--- config.mk ---
export PLATFORM = sky130hd
export DESIGN_NAME = prio_irq_ctrl
export DESIGN_NICKNAME = d
export VERILOG_FILES = /design/src/rtl/pic_pkg.sv /design/src/rtl/pic_prio_enc.sv /design/src/rtl/pic_cfg_regs.sv /design/src/rtl/pic_req_stage.sv /design/src/rtl/prio_irq_ctrl.sv
export SDC_FILE = /design/constraint.sdc
export NUM_CORES = 1
export LEC_CHECK = 0
export CAP_MARGIN = 20
export CORE_MARGIN = 3
export CORE_UTILIZATION = 60
export DETAILED_ROUTE_END_ITERATION = 10
export DONT_BUFFER_PORTS = 1
export PLACE_DENSITY = 0.81
export RECOVER_POWER = 100
export SLEW_MARGIN = 25
export SYNTH_ARGS = -nofsm -noshare
export SYNTH_HDL_FRONTEND = slang
export SYNTH_SLANG_ARGS = --single-unit
export TNS_END_PERCENT = 1
--- constraint.sdc ---
create_clock -name clk -period 8 [get_ports clk]
set_input_delay 1.6 -clock clk [delete_from_list [all_inputs] [get_ports clk]]
set_output_delay 1.6 -clock clk [all_outputs]
set_load 0.005 [all_outputs]
--- src/rtl/pic_pkg.sv ---
package pic_pkg;
  typedef enum logic [1:0] {
    SEL_MASK = 2'd0,
    SEL_TRIG = 2'd1,
    SEL_PEND = 2'd2,
    SEL_INSV = 2'd3
  } pic_sel_e;
endpackage

--- src/rtl/pic_prio_enc.sv ---
// Finds the lowest set bit; a lower index means a higher priority.
module pic_prio_enc #(
  parameter int W  = 9,
  parameter int IW = 4
) (
  input  logic [W-1:0]  req,
  output logic          hit,
  output logic [IW-1:0] idx
);
  always_comb begin
    hit = |req;
    idx = '0;
    for (int i = W - 1; i >= 0; i--) begin
      if (req[i]) idx = IW'(i);
    end
  end
endmodule

--- src/rtl/pic_cfg_regs.sv ---
// Mask and trigger-type registers.
module pic_cfg_regs
  import pic_pkg::*;
#(
  parameter int NUM_SRC = 8
) (
  input  logic               clk,
  input  logic               rst,
  input  logic               we,
  input  logic [1:0]         sel,
  input  logic [NUM_SRC-1:0] wdata,
  output logic [NUM_SRC-1:0] mask_q,
  output logic [NUM_SRC-1:0] trig_q
);
  always_ff @(posedge clk) begin
    if (rst) begin
      mask_q <= '0;
      trig_q <= '0;
    end else if (we) begin
      if (pic_sel_e'(sel) == SEL_MASK) mask_q <= wdata;
      if (pic_sel_e'(sel) == SEL_TRIG) trig_q <= wdata;
    end
  end
endmodule

--- src/rtl/pic_req_stage.sv ---
// Edge latching, level pass-through and masking. Extended bit 0 is the
// non-maskable source; extended bit i+1 is maskable source i.
module pic_req_stage #(
  parameter int NUM_SRC = 8
) (
  input  logic               clk,
  input  logic               rst,
  input  logic [NUM_SRC-1:0] lines,
  input  logic               nmi_line,
  input  logic [NUM_SRC-1:0] trig,
  input  logic [NUM_SRC-1:0] mask,
  input  logic [NUM_SRC-1:0] clr_src,
  input  logic               clr_nmi,
  output logic [NUM_SRC-1:0] raw_pend,
  output logic [NUM_SRC:0]   req_ext
);
  logic [NUM_SRC-1:0] line_d;
  logic [NUM_SRC-1:0] edge_pend;
  logic               nmi_d;
  logic               nmi_pend;

  always_ff @(posedge clk) begin
    if (rst) begin
      line_d <= '0;
      nmi_d  <= 1'b0;
    end else begin
      line_d <= lines;
      nmi_d  <= nmi_line;
    end
  end

  for (genvar g = 0; g < NUM_SRC; g++) begin : g_src
    always_ff @(posedge clk) begin
      if (rst || !trig[g])                edge_pend[g] <= 1'b0;
      else if (lines[g] && !line_d[g])    edge_pend[g] <= 1'b1;
      else if (clr_src[g])                edge_pend[g] <= 1'b0;
    end
    assign raw_pend[g] = trig[g] ? edge_pend[g] : lines[g];
  end

  always_ff @(posedge clk) begin
    if (rst)                        nmi_pend <= 1'b0;
    else if (nmi_line && !nmi_d)    nmi_pend <= 1'b1;
    else if (clr_nmi)               nmi_pend <= 1'b0;
  end

  assign req_ext = {raw_pend & ~mask, nmi_pend};
endmodule

--- src/rtl/prio_irq_ctrl.sv ---
module prio_irq_ctrl
  import pic_pkg::*;
#(
  parameter int NUM_SRC = 8,
  parameter int VEC_W   = $clog2(NUM_SRC + 2)
) (
  input  logic               clk,
  input  logic               rst,
  input  logic [NUM_SRC-1:0] irq_lines,
  input  logic               nmi_line,
  input  logic               cfg_we,
  input  logic [1:0]         cfg_sel,
  input  logic [NUM_SRC-1:0] cfg_wdata,
  input  logic [1:0]         rd_sel,
  output logic [NUM_SRC-1:0] rd_data,
  input  logic               ack,
  input  logic               eoi,
  output logic               irq_out,
  output logic [VEC_W-1:0]   irq_vec,
  output logic [VEC_W-1:0]   ack_vec
);
  localparam int EXT = NUM_SRC + 1;
  localparam int RW  = $clog2(EXT);
  localparam logic [VEC_W-1:0] IDLE_VEC = '1;
  localparam logic [VEC_W-1:0] NMI_VEC  = VEC_W'(NUM_SRC);

  logic [NUM_SRC-1:0] mask_q, trig_q, raw_pend, clr_src;
  logic [EXT-1:0]     req_ext, isr, win_onehot, top_onehot;
  logic               req_hit, isr_hit, present, clr_nmi;
  logic [RW-1:0]      req_idx, isr_idx;
  logic [VEC_W-1:0]   win_vec;

  pic_cfg_regs #(.NUM_SRC(NUM_SRC)) u_cfg (
    .clk(clk), .rst(rst), .we(cfg_we), .sel(cfg_sel), .wdata(cfg_wdata),
    .mask_q(mask_q), .trig_q(trig_q)
  );

  pic_req_stage #(.NUM_SRC(NUM_SRC)) u_req (
    .clk(clk), .rst(rst), .lines(irq_lines), .nmi_line(nmi_line),
    .trig(trig_q), .mask(mask_q), .clr_src(clr_src), .clr_nmi(clr_nmi),
    .raw_pend(raw_pend), .req_ext(req_ext)
  );

  pic_prio_enc #(.W(EXT), .IW(RW)) u_req_enc (
    .req(req_ext), .hit(req_hit), .idx(req_idx)
  );

  pic_prio_enc #(.W(EXT), .IW(RW)) u_isr_enc (
    .req(isr), .hit(isr_hit), .idx(isr_idx)
  );

  // Strictly higher than everything in service, or nothing in service.
  assign present    = req_hit && (!isr_hit || (req_idx < isr_idx));
  assign win_vec    = (req_idx == '0) ? NMI_VEC : VEC_W'(req_idx - 1'b1);
  assign win_onehot = present ? (EXT'(1) << req_idx) : '0;
  assign top_onehot = isr_hit ? (EXT'(1) << isr_idx) : '0;
  assign clr_nmi    = ack && win_onehot[0];
  assign clr_src    = ack ? win_onehot[EXT-1:1] : '0;

  always_ff @(posedge clk) begin
    if (rst) begin
      isr <= '0;
    end else begin
      isr <= (isr & ~(eoi ? top_onehot : '0)) | (ack ? win_onehot : '0);
    end
  end

  always_ff @(posedge clk) begin
    if (rst) begin
      irq_out <= 1'b0;
      irq_vec <= IDLE_VEC;
      ack_vec <= IDLE_VEC;
      rd_data <= '0;
    end else begin
      irq_out <= present;
      irq_vec <= present ? win_vec : IDLE_VEC;
      if (ack) ack_vec <= present ? win_vec : IDLE_VEC;
      case (pic_sel_e'(rd_sel))
        SEL_MASK: rd_data <= mask_q;
        SEL_TRIG: rd_data <= trig_q;
        SEL_PEND: rd_data <= raw_pend;
        default:  rd_data <= isr[EXT-1:1];
      endcase
    end
  end
endmodule

==> impl_results.md, run 1 <==
- Status: finished, final reports clean
- Row cnt: 24
- CTS tree: done
- Hold path depth: 1
- Async SR Flop Fraction: 0
- Root buffer cell: clkbuf_8
- Min Tclk post-route: 4.35 ns
- Largest net degree at the start of global routing: 37
- Initial antenna violation count: 0
- Crit share post-route: 0.544
- Primary FF master, synth: dfxtp_1
- WP buf/inv: 0
- Netlist cell types: 50
- Worst-path fanout max: 5
- Top delay family on crit path: compound AO/OA/AOI/OAI gates
- # nets final: 375
- Slew Limit Fails: 0
- WHS Endpoint: u_req.nmi_pend$_SDFFE_PP0P_
- Design internal power: approximately 0.5 mW
- DR WL/cell: 17.5 um
- Worst path required time: approximately 8.2 ns
- Fill cell count: 357
- Register Area: 1200 sq um
- Core Area: between 4000 and 5000 sq um
- Routability congestion estimate: between 0.9 and 1
- Worst path depth: 10
- Worst Hold Class: flip-flop to flip-flop
- Worst reg2reg startpoint: u_cfg.trig_q[5]$_SDFFE_PP0P_
- Worst-path cell chain: mux2_2 -> o2bb2ai_1 -> a21oi_1 -> nor3_1 -> ha_1 -> a21boi_0 -> a311oi_1 -> a211oi_1 -> nor4_1 -> a221oi_1
- HP Start: u_req.nmi_d$_SDFF_PP0_
- PD cells: 226 nW/um^2
- Max Cap Viol: 0
- Post-CTS Resized: 0
- Fmax: 230 MHz
- Setup bufs post-CTS: 0
- Worst Setup Path Type: input port to flip-flop
- Post-synth EDFFs: 0
- Yosys Warn Count: 0
- Synth Instances: 348
- Syn Nets: approximately 380
- Commonest non-fill, non-tap cells in the layout: dfxtp_1 (60), nor2_1 (49), inv_1 (22)
- CP peak stage delay: 0.82 ns
- CTS Buf Count: 9
- Clk network pwr share: 0.383
- Final hold vios: 0
- Worst r2r dst: u_req.edge_pend[6]$_SDFFE_PP0P_
- Synth Area per Inst: 8.32 sq um
- Die Y: roughly 75 um
- Critical Path Sink Type: flip-flop
- Flops & latches, synth: 60
- Register area share after synthesis: 0.415
- Max Root-Sink Buffers: 2
- Peak supply drop: 0.000176 V
- Slew @ Worst Pin: 0.972 ns
- RSZ-0062 raised after global routing: false
- Antenna cells: 0
- Hold_buf cts: 0
- Comb pwr share: 0.139
- Critical path launch point type: input port
- Die width: ~75 um
- Slew HR: 0.346
- Initial DRC count: 311
- Initial DRT Pass Iterations: 8
- Mapped cell area: 2890 sq um
- Worst-path clk slew: 0.07 ns
- Clk_skew: just under 0.01 ns
- Final setup TNS: 0 ns
- R2R depth: 10
- Area growth from synthesis to layout: 6.87%
- LEAKAGE: 1.18 nW
- Starting Density: 0.643
- Port bufs: 0
- CTS Sinks: 60
- Drt drc: 0
- Die area: 5690 sq um
- Worst path arrival time: 4.51 ns
- Vias: 2646
- Footprint of the multi-input gates: 1550 sq um
- Vias per std cell: 6.57
- First-pass GRT wire length: 11400 um
- Sequential power share: 0.478
- Vias in the first global route: between 2k and 2.5k
- Most common cell after layout, fill and taps aside: dfxtp_1
- H-tree Lvls: 3
- Slowest cell on crit path: nor4_1
- GR Overflow Total: 0
- Sw frac: 0.272
- R2R setup slack: roughly 4.4 ns
- Total GRT Usage: 0.265
- Post-Route WL: 7060 um
- Num ports: between 40 and 50
- HPWL after DPL: 5010 um
- Endpoints failing setup: 0
- Worst skew pair latency: 0.34 ns
- Share of layout cells above drive strength 1: 0.0541
- ANT nets after route: 0
- Psw: 0.191 mW
- Worst hold slack: 0.414 ns
[Yosys cell counts (all sizes together), types with 2 or more instances]
library cell | instances | area [sq um]
or3 | 4 | 25.0
a211oi | 2 | 20.0
nor2b | 11 | 68.8
o2111ai | 2 | 17.5
o211ai | 4 | 30.0
nor3 | 16 | 80.1
o31ai | 2 | 15.0
o22ai | 4 | 25.0
mux2i | 20 | 200
and2 | 5 | 31.3
or2 | 2 | 12.5
inv | 22 | 82.6
a21oi | 15 | 75.1
nor2 | 49 | 184
a31oi | 15 | 93.8
o21ai | 15 | 75.1
nand4 | 3 | 18.8
o32ai | 3 | 26.3
o311ai | 3 | 26.3
nand3 | 10 | 50.1
nand2b | 20 | 125
clkbuf | 13 | 48.8
nor4 | 5 | 37.5
ha | 3 | 37.5
nand2 | 17 | 63.8
a221oi | 4 | 35.0
dfxtp | 60 | 1200
[flip-flops by register name, indices dropped and copies added (netlist names)]
signal	cells
isr	9
rd_data	8
u_cfg.mask_q	8
u_cfg.trig_q	8
u_req.edge_pend	8
u_req.line_d	8
ack_vec	4
irq_vec	4
irq_out	1
u_req.nmi_d	1
u_req.nmi_pend	1
[final cells by class]
class	instances	area share
clock buffers	12	0.0469
multi-input cells	252	0.500
clock inverters	4	0.0158
well taps	52	0.0210
inverters	22	0.0267
repair buffers	1	0.00121
flip-flops and latches	60	0.388
[logic make-up after synthesis]
| kind of cell | Yosys count | synth area share |
|---|---|---|
| AND/OR/NAND/NOR | 145 | 0.249 |
| AO/OA/AOI/OAI | 83 | 0.203 |
| flip-flops | 60 | 0.415 |
| buffers and inverters | 36 | 0.0467 |
| multiplexers | 21 | 0.0731 |
| adder cells (fa/ha/maj) | 3 | 0.0130 |
[worst max path at each step]
stage / start / endpoint / slack, ns
2_1_floorplan: irq_lines[5] / u_req.edge_pend[7]$_SDFFE_PP0P_ / 4.01
3_3_place_gp: irq_lines[5] / u_req.edge_pend[0]$_SDFFE_PP0P_ / 3.72
3_5_place_dp: irq_lines[5] / u_req.edge_pend[1]$_SDFFE_PP0P_ / 3.62
4_1_cts: irq_lines[5] / u_req.edge_pend[1]$_SDFFE_PP0P_ / 3.96
5_1_grt: irq_lines[6] / u_req.edge_pend[6]$_SDFFE_PP0P_ / 3.40
6_report: irq_lines[5] / u_req.edge_pend[6]$_SDFFE_PP0P_ / 3.65
[worst register-to-register path, delay by kind of cell, from the launching register on]
family          cells  cell delay, ns
simple gates        2            0.97
compound gates      6            1.33
flops               1            0.41
mux                 1            0.37
fa+ha+maj           1            0.35
[power by group through the flow]
stage | clock network [mW] | registers (mW) | logic (mW)
CTS | 0.273 | 0.335 | 0.0974
global placement | 0 | 0.341 | 0.0948
global route | 0.284 | 0.338 | 0.108
floorplan | 0 | 0.336 | 0.0831
finish | 0.268 | 0.335 | 0.0971
detailed placement | 0 | 0.341 | 0.0966
[per-layer routing]
layer / wire (um) / vias up / global-route usage
met5: 0 / - / 0
met4: 211 / 0 / 0.103
met3: 726 / 27 / 0.0858
met2: 3180 / 154 / 0.395
met1: 2940 / 1228 / 0.356
li1: - / 1237 / -
[per-stage QoR]
step                worst slack, ns  cells  utilization  power (mW)  instance area [sq um]
floorplan                      4.01    348            -       0.419                   2890
global placement               3.72    387        0.647       0.436                   2910
detailed placement             3.62    387        0.647       0.438                   2910
CTS                            3.96    403        0.690       0.705                   3110
global route                   3.40    403        0.687       0.729                   3090
finish                         3.65    403        0.687       0.700                   3090
Note: power is estimated with default switching activity, not from simulation.
==> run 2: changes to the inputs <==
--- a/config.mk
+++ b/config.mk
@@ -7,10 +7,10 @@
 export LEC_CHECK = 0
 export CAP_MARGIN = 20
 export CORE_MARGIN = 3
-export CORE_UTILIZATION = 60
+export CORE_UTILIZATION = 57
 export DETAILED_ROUTE_END_ITERATION = 10
 export DONT_BUFFER_PORTS = 1
-export PLACE_DENSITY = 0.81
+export PLACE_DENSITY = 0.8
 export RECOVER_POWER = 100
 export SLEW_MARGIN = 25
 export SYNTH_ARGS = -nofsm -noshare
==> constraint.sdc (replaced) <==
create_clock -name clk -period 3.5 [get_ports clk]
set_input_delay 0.7 -clock clk [delete_from_list [all_inputs] [get_ports clk]]
set_output_delay 0.7 -clock clk [all_outputs]
set_load 0.005 [all_outputs]
==> run 2 against run 1 <==
Count of clock-buffer cells in the layout grew 2. Utilization shrank 4.0 points. Clock skew down 0.0020 ns. Combinational power up 130%. Cell count rose by 5.0%. Setup slack worse by 3.4 ns. Wire length is 1.8% lower.
==> impl_results.md, run 2 (synthesis results as in run 1) <==
- Initial DRC count: 221 (-29%)
- Starting Density: 0.601 (-0.0417)
- Most common cell after layout, fill and taps aside: dfxtp_1
- Hold_buf cts: 0 (unchanged)
- R2R depth: 11 (+1)
- Largest net degree at the start of global routing: 37 (unchanged)
- Drt drc: 0 (unchanged)
- Clk network pwr share: 0.344 (-0.039)
- Sw frac: 0.276 (+0.00326)
- Vias in the first global route: 2495 (+2.5%)
- Vias: 2605 (-1.5%)
- LEAKAGE: 1.18 nW (about the same)
- Setup bufs post-CTS: 0 (unchanged)
- Vias per std cell: 6.16 (-6.2%)
- Design internal power: 1.10 mW (+120%)
- Slew @ Worst Pin: 0.722 ns (-0.250 ns)
- Initial antenna violation count: 0 (unchanged)
- Die Y: 77.3 um (+2.4%)
- Routability congestion estimate: 0.940 (+2.0%)
- Critical Path Sink Type: flip-flop
- Post-placement setup slack: 0.172 ns (-3.45 ns)
- Post-Route WL: 6930 um (-1.8%)
- CTS tree: done
- H-tree Lvls: 3 (unchanged)
- Status: finished, final reports clean
- Max Cap Viol: 0 (unchanged)
- Hold path depth: 1 (unchanged)
- Final core utilization: 0.647 (-0.0397)
- CTS Buf Count: 9 (unchanged)
- PD cells: 486 nW/um^2 (+110%)
- Critical path launch point type: flip-flop
- Worst Setup Path Type: flip-flop to flip-flop
- Fmax: 307 MHz
- Peak supply drop: 0.000371 V (+110%)
- Root buffer cell: clkbuf_8
- Antenna cells: 0 (unchanged)
- RSZ-0062 raised after global routing: false
- Total GRT Usage: 0.245 (-0.0201)
- Core Area: 4820 sq um (+6.9%)
- HPWL after DPL: 4980 um (-0.49%)
- Clk_skew: 0.00786 ns (-0.00202 ns)
- Initial DRT Pass Iterations: 5 (-3)
- ANT nets after route: 0 (unchanged)
- Row cnt: 25 (+4.2%)
- Largest reg by FF count: isr
- GR Overflow Total: 0 (unchanged)
- Sequential power share: 0.506 (+0.028)
- Post-CTS Resized: 0 (unchanged)
- Die width: 77.3 um (+2.4%)
- Min Tclk post-route: around 3.3 ns
- Worst path arrival time: 3.46 ns (-1.05 ns)
- Worst-path clk slew: 0.06 ns (about the same)
- Largest register FFs: 9 (unchanged)
- Area growth from synthesis to layout: 7.70%
- Worst skew pair latency: 0.34 ns (about the same)
- First-pass GRT wire length: 11500 um (+1.1%)
- DR WL/cell: 16.4 um (-6.5%)
- Max Root-Sink Buffers: 2 (unchanged)
- Comb pwr share: 0.149 (+0.010)
- Commonest non-fill, non-tap cells in the layout: dfxtp_1 (60), nor2_1 (49), inv_1 (22)
- Worst-path fanout max: 5 (unchanged)
- Worst path required time: 3.70 ns (-4.46 ns)
- Worst Hold Class: input port to flip-flop
- Crit share post-route: 0.930
- Worst Slack Setup Final: 0.246 ns (-3.40 ns)
- Die area: 5970 sq um (+4.8%)
- Endpoints failing setup: 0 (unchanged)
- Final setup TNS: 0 ns (unchanged)
- Num ports: 43 (unchanged)
- Slew Limit Fails: 0 (unchanged)
- # nets final: 380 (+1.3%)
- Psw: 0.417 mW (+120%)
- Final hold vios: 0 (unchanged)
- Port bufs: 0 (unchanged)
- CTS Sinks: 60 (unchanged)
- Fill cell count: 431 (+21%)
- Slew HR: 0.513 (+0.167)
- Share of layout cells above drive strength 1: 0.0590 (+0.00486)
==> run 2: cell types whose count changed in the layout (fill, tap and decap cells not counted) <==
cell / before / now
clkbuf_1: 3 / 7
buf_4: 0 / 3
bufinv_16: 1 / 0
clkinv_4: 1 / 0
nor4_1: 5 / 4
nor4_2: 0 / 1
==> run 2: path summary, 6_finish.rpt <==
check,startpoint,to,slack (ns)
hold / removal,rst,u_cfg.mask_q[7]$_SDFFE_PP0P_,0.42
setup / recovery,u_cfg.trig_q[5]$_SDFFE_PP0P_,u_req.edge_pend[6]$_SDFFE_PP0P_,0.25
setup reg to reg,u_cfg.trig_q[5]$_SDFFE_PP0P_,u_req.edge_pend[6]$_SDFFE_PP0P_,0.25
hold reg to reg,u_req.nmi_d$_SDFF_PP0_,u_req.nmi_pend$_SDFFE_PP0P_,0.43
==> run 2: stage by stage <==
| stage | total power [mW] | hold WS (ns) | cell area [sq um] | std cells |
|---|---|---|---|---|
| 2_1_floorplan | 0.958 | 0.393 | 2890 | 348 |
| 3_3_place_gp | 1.00 | 0.396 | 2970 | 407 |
| 3_5_place_dp | 1.01 | 0.410 | 2970 | 407 |
| 4_1_cts | 1.53 | 0.413 | 3130 | 423 |
| 5_1_grt | 1.59 | 0.406 | 3120 | 423 |
| 6_report | 1.51 | 0.423 | 3120 | 423 |
==> run 2: metal layers <==
metal  vias to the layer above  share of wire  global-route usage
li1                       1247              -                   -
met1                      1230           0.44               0.309
met2                       111           0.46               0.382
met3                        17          0.082              0.0798
met4                         0          0.022               0.101
met5                         -              0                   0
==> run 2: layout make-up <==
class,count,area (sq um),share of cell area
clock inverters,2,10.0,0.00321
flip-flops and latches,60,1200,0.385
repair buffers,6,33.8,0.0108
inverters,22,82.6,0.0265
multi-input cells,252,1550,0.498
well taps,67,83.8,0.0269
clock buffers,14,153,0.0490
==> run 2: critical path, stage by stage (launching register included) <==
cell and delay (ns):
dfxtp_1 0.40, mux2_2 0.37, o2bb2ai_1 0.20, a21oi_1 0.38, nor3_1 0.14, ha_1 0.34
a21boi_0 0.13, a311oi_1 0.36, a211oi_1 0.13, nor4_2 0.23, clkbuf_1 0.29, a221oi_1 0.14
==> run 2: power groups by stage <==
stage,Sequential [mW],Clock [mW],Combinational (mW)
floorplan,0.768,0,0.190
global route,0.771,0.569,0.252
finish,0.766,0.521,0.226
global placement,0.780,0,0.223
detailed placement,0.780,0,0.226
CTS,0.766,0.533,0.228
==> run 3: changes to the inputs <==
--- a/config.mk
+++ b/config.mk
@@ -7,10 +7,10 @@
 export LEC_CHECK = 0
 export CAP_MARGIN = 20
 export CORE_MARGIN = 3
-export CORE_UTILIZATION = 57
+export CORE_UTILIZATION = 30
 export DETAILED_ROUTE_END_ITERATION = 10
 export DONT_BUFFER_PORTS = 1
-export PLACE_DENSITY = 0.8
+export PLACE_DENSITY = 0.5
 export RECOVER_POWER = 100
 export SLEW_MARGIN = 25
 export SYNTH_ARGS = -nofsm -noshare
==> run 3 against run 2 <==
Maximum frequency increased by 3.6%. Critical path depth decreased by 1. Register-to-register slack improved by 0.11 ns. Clock power increased by 6.9%. Clock skew decreased by 0.0021 ns. Via count decreased by 0.46%. Sequential power about the same. Cell count increased by 15%. Setup slack improved by 0.11 ns. Largest cell class unchanged.
==> impl_results.md, run 3 (synthesis results as in run 1) <==
- Drt drc: 0 (unchanged)
- ANT nets after route: 0 (unchanged)
- Met2 wire len: 3480 um (+10%)
- First-pass GRT wire length: 13100 um (+13%)
- Worst path arrival time: 3.37 ns (-0.09 ns)
- Vias: 2593 (-0.46%)
- Fmax: 318 MHz (+3.6%)
- Non-Filler Instances: 486 (+15%)
- Share of layout cells above drive strength 1: 0.0756 (+0.0166)
- Worst-path fanout max: 5 (unchanged)
- Initial DRC count: 166 (-25%)
- Routed wl met3: 720 um (+26%)
- Starting Density: 0.310 (-0.291)
- Peak supply drop: 0.000195 V (-47%)
- Design internal power: 1.13 mW (+3.0%)
- Most common cell after layout, fill and taps aside: dfxtp_1
- HPWL after DPL: 5900 um (+18%)
- Fill cell count: 990 (+130%)
- Post-CTS Resized: 0 (unchanged)
- R2R depth: 10 (-1)
- Num ports: 43 (unchanged)
- Worst path required time: 3.73 ns (+0.03 ns)
- Footprint of the multi-input gates: 1550 sq um (unchanged)
- Area growth from synthesis to layout: 11.7%
- RSZ-0062 raised after global routing: false
- Initial DRT Pass Iterations: 5 (unchanged)
- Status: finished, final reports clean
- Clk network pwr share: 0.357 (+0.013)
- Min Tclk post-route: 3.14 ns (-0.113 ns)
- Sequential power share: 0.492 (-0.014)
- H-tree Lvls: 3 (unchanged)
- Max Cap Viol: 0 (unchanged)
- Largest register FFs: 9 (unchanged)
- Vias per std cell: 5.34 (-13%)
- Slew @ Worst Pin: 0.804 ns (+0.0826 ns)
- Worst Hold Class: flip-flop to flip-flop
- Die Y: 104 um (+35%)
- CTS Sinks: 60 (unchanged)
- Wl on met1: 3630 um (+19%)
- DR WL/cell: 16.4 um (+0.39%)
- Worst-path clk slew: 0.06 ns (about the same)
- Routability congestion estimate: 0.852 (-9.4%)
- Root buffer cell: clkbuf_8
- Crit share post-route: 0.897 (-0.0323)
- Critical path launch point type: flip-flop
- Register Area: 1200 sq um (unchanged)
- Row cnt: 35 (+40%)
- Pwr Total: 1.56 mW (+3.0%)
- Initial antenna violation count: 0 (unchanged)
- Port bufs: 0 (unchanged)
- Worst Setup Path Type: flip-flop to flip-flop
- Final core utilization: 0.347 (-0.300)
- Clk_skew: 0.00579 ns (-0.00207 ns)
- Final hold vios: 0 (unchanged)
- CTS Buf Count: 9 (unchanged)
- Vias in the first global route: 2429 (-2.6%)
- Top routing layer used: met4
- Total GRT Usage: 0.151 (-0.0937)
- LEAKAGE: 1.21 nW (+2.6%)
- Final setup TNS: 0 ns (unchanged)
- Slew HR: 0.463 (-0.0495)
- Die width: 104 um (+35%)
- Worst hold slack: 0.410 ns (-0.0131 ns)
- Largest reg by FF count: isr
- Setup bufs post-CTS: 0 (unchanged)
- PD cells: 482 nW/um^2 (-0.68%)
- Largest net degree at the start of global routing: 37 (unchanged)
- Hold_buf cts: 0 (unchanged)
- Psw: 0.430 mW (+3.0%)
- CTS tree: done
- Endpoints failing setup: 0 (unchanged)
- GR Overflow Total: 0 (unchanged)
- Die area: 10900 sq um (+82%)
- Placed cells: 472 (+16%)
- Core Area: 9330 sq um (+94%)
- Post-Route WL: 7990 um (+15%)
- Antenna cells: 0 (unchanged)
- Comb pwr share: 0.151 (+0.002)
- # nets final: 383 (+0.79%)
- Sw frac: 0.276 (about the same)
- Hold path depth: 1 (unchanged)
- Max Root-Sink Buffers: 2 (unchanged)
- Slew Limit Fails: 0 (unchanged)
- Commonest non-fill, non-tap cells in the layout: dfxtp_1 (60), nor2_1 (49), inv_1 (22)
- Critical Path Sink Type: flip-flop
- Worst skew pair latency: 0.33 ns (about the same)
[run 3: per-layer routing]
metal  up-vias  global-route usage
met1      1230               0.201
met5         -                   0
met4         0              0.0532
met3        16              0.0552
met2        92               0.224
li1       1255                   -
[run 3: power by group through the flow]
stage / combinational, mW / clock [mW] / sequential, mW
6_report: 0.235 / 0.557 / 0.767
4_1_cts: 0.240 / 0.581 / 0.768
3_3_place_gp: 0.238 / 0 / 0.783
2_1_floorplan: 0.190 / 0 / 0.768
3_5_place_dp: 0.239 / 0 / 0.782
5_1_grt: 0.264 / 0.599 / 0.773
[run 3: critical path, stage by stage (launching register included)]
cell	delay (ns)
dfxtp_1	0.42
mux2i_1	0.40
o22a_1	0.23
a21oi_1	0.08
nor3_1	0.30
ha_1	0.31
a21boi_0	0.13
a311oi_1	0.38
a211oi_1	0.15
or3_1	0.40
a41o_1	0.25
[run 3: area by class of cell]
class | instances | share of cell area
multi-input combinational | 252 | 0.480
clock buffer | 12 | 0.0511
inverter | 22 | 0.0255
timing repair buffer | 9 | 0.0186
sequential | 60 | 0.372
clock inverter | 2 | 0.00310
tap | 129 | 0.0499
[run 3: final timing paths]
kind,from,slack [ns],to
worst min-delay path,u_req.nmi_d$_SDFF_PP0_,0.41,u_req.nmi_pend$_SDFFE_PP0P_
worst max-delay path,u_cfg.trig_q[4]$_SDFFE_PP0P_,0.36,u_req.edge_pend[7]$_SDFFE_PP0P_
worst min register to register,u_req.nmi_d$_SDFF_PP0_,0.41,u_req.nmi_pend$_SDFFE_PP0P_
worst max register to register,u_cfg.trig_q[4]$_SDFFE_PP0P_,0.36,u_req.edge_pend[7]$_SDFFE_PP0P_
[run 3: stage by stage]
step                      area (sq um)  setup WS, ns
after detailed placement          3070         0.203
after floorplan                   2890         0.412
after CTS                         3250         0.367
final                             3230         0.360
after global routing              3230         0.126
after global placement            3070         0.311
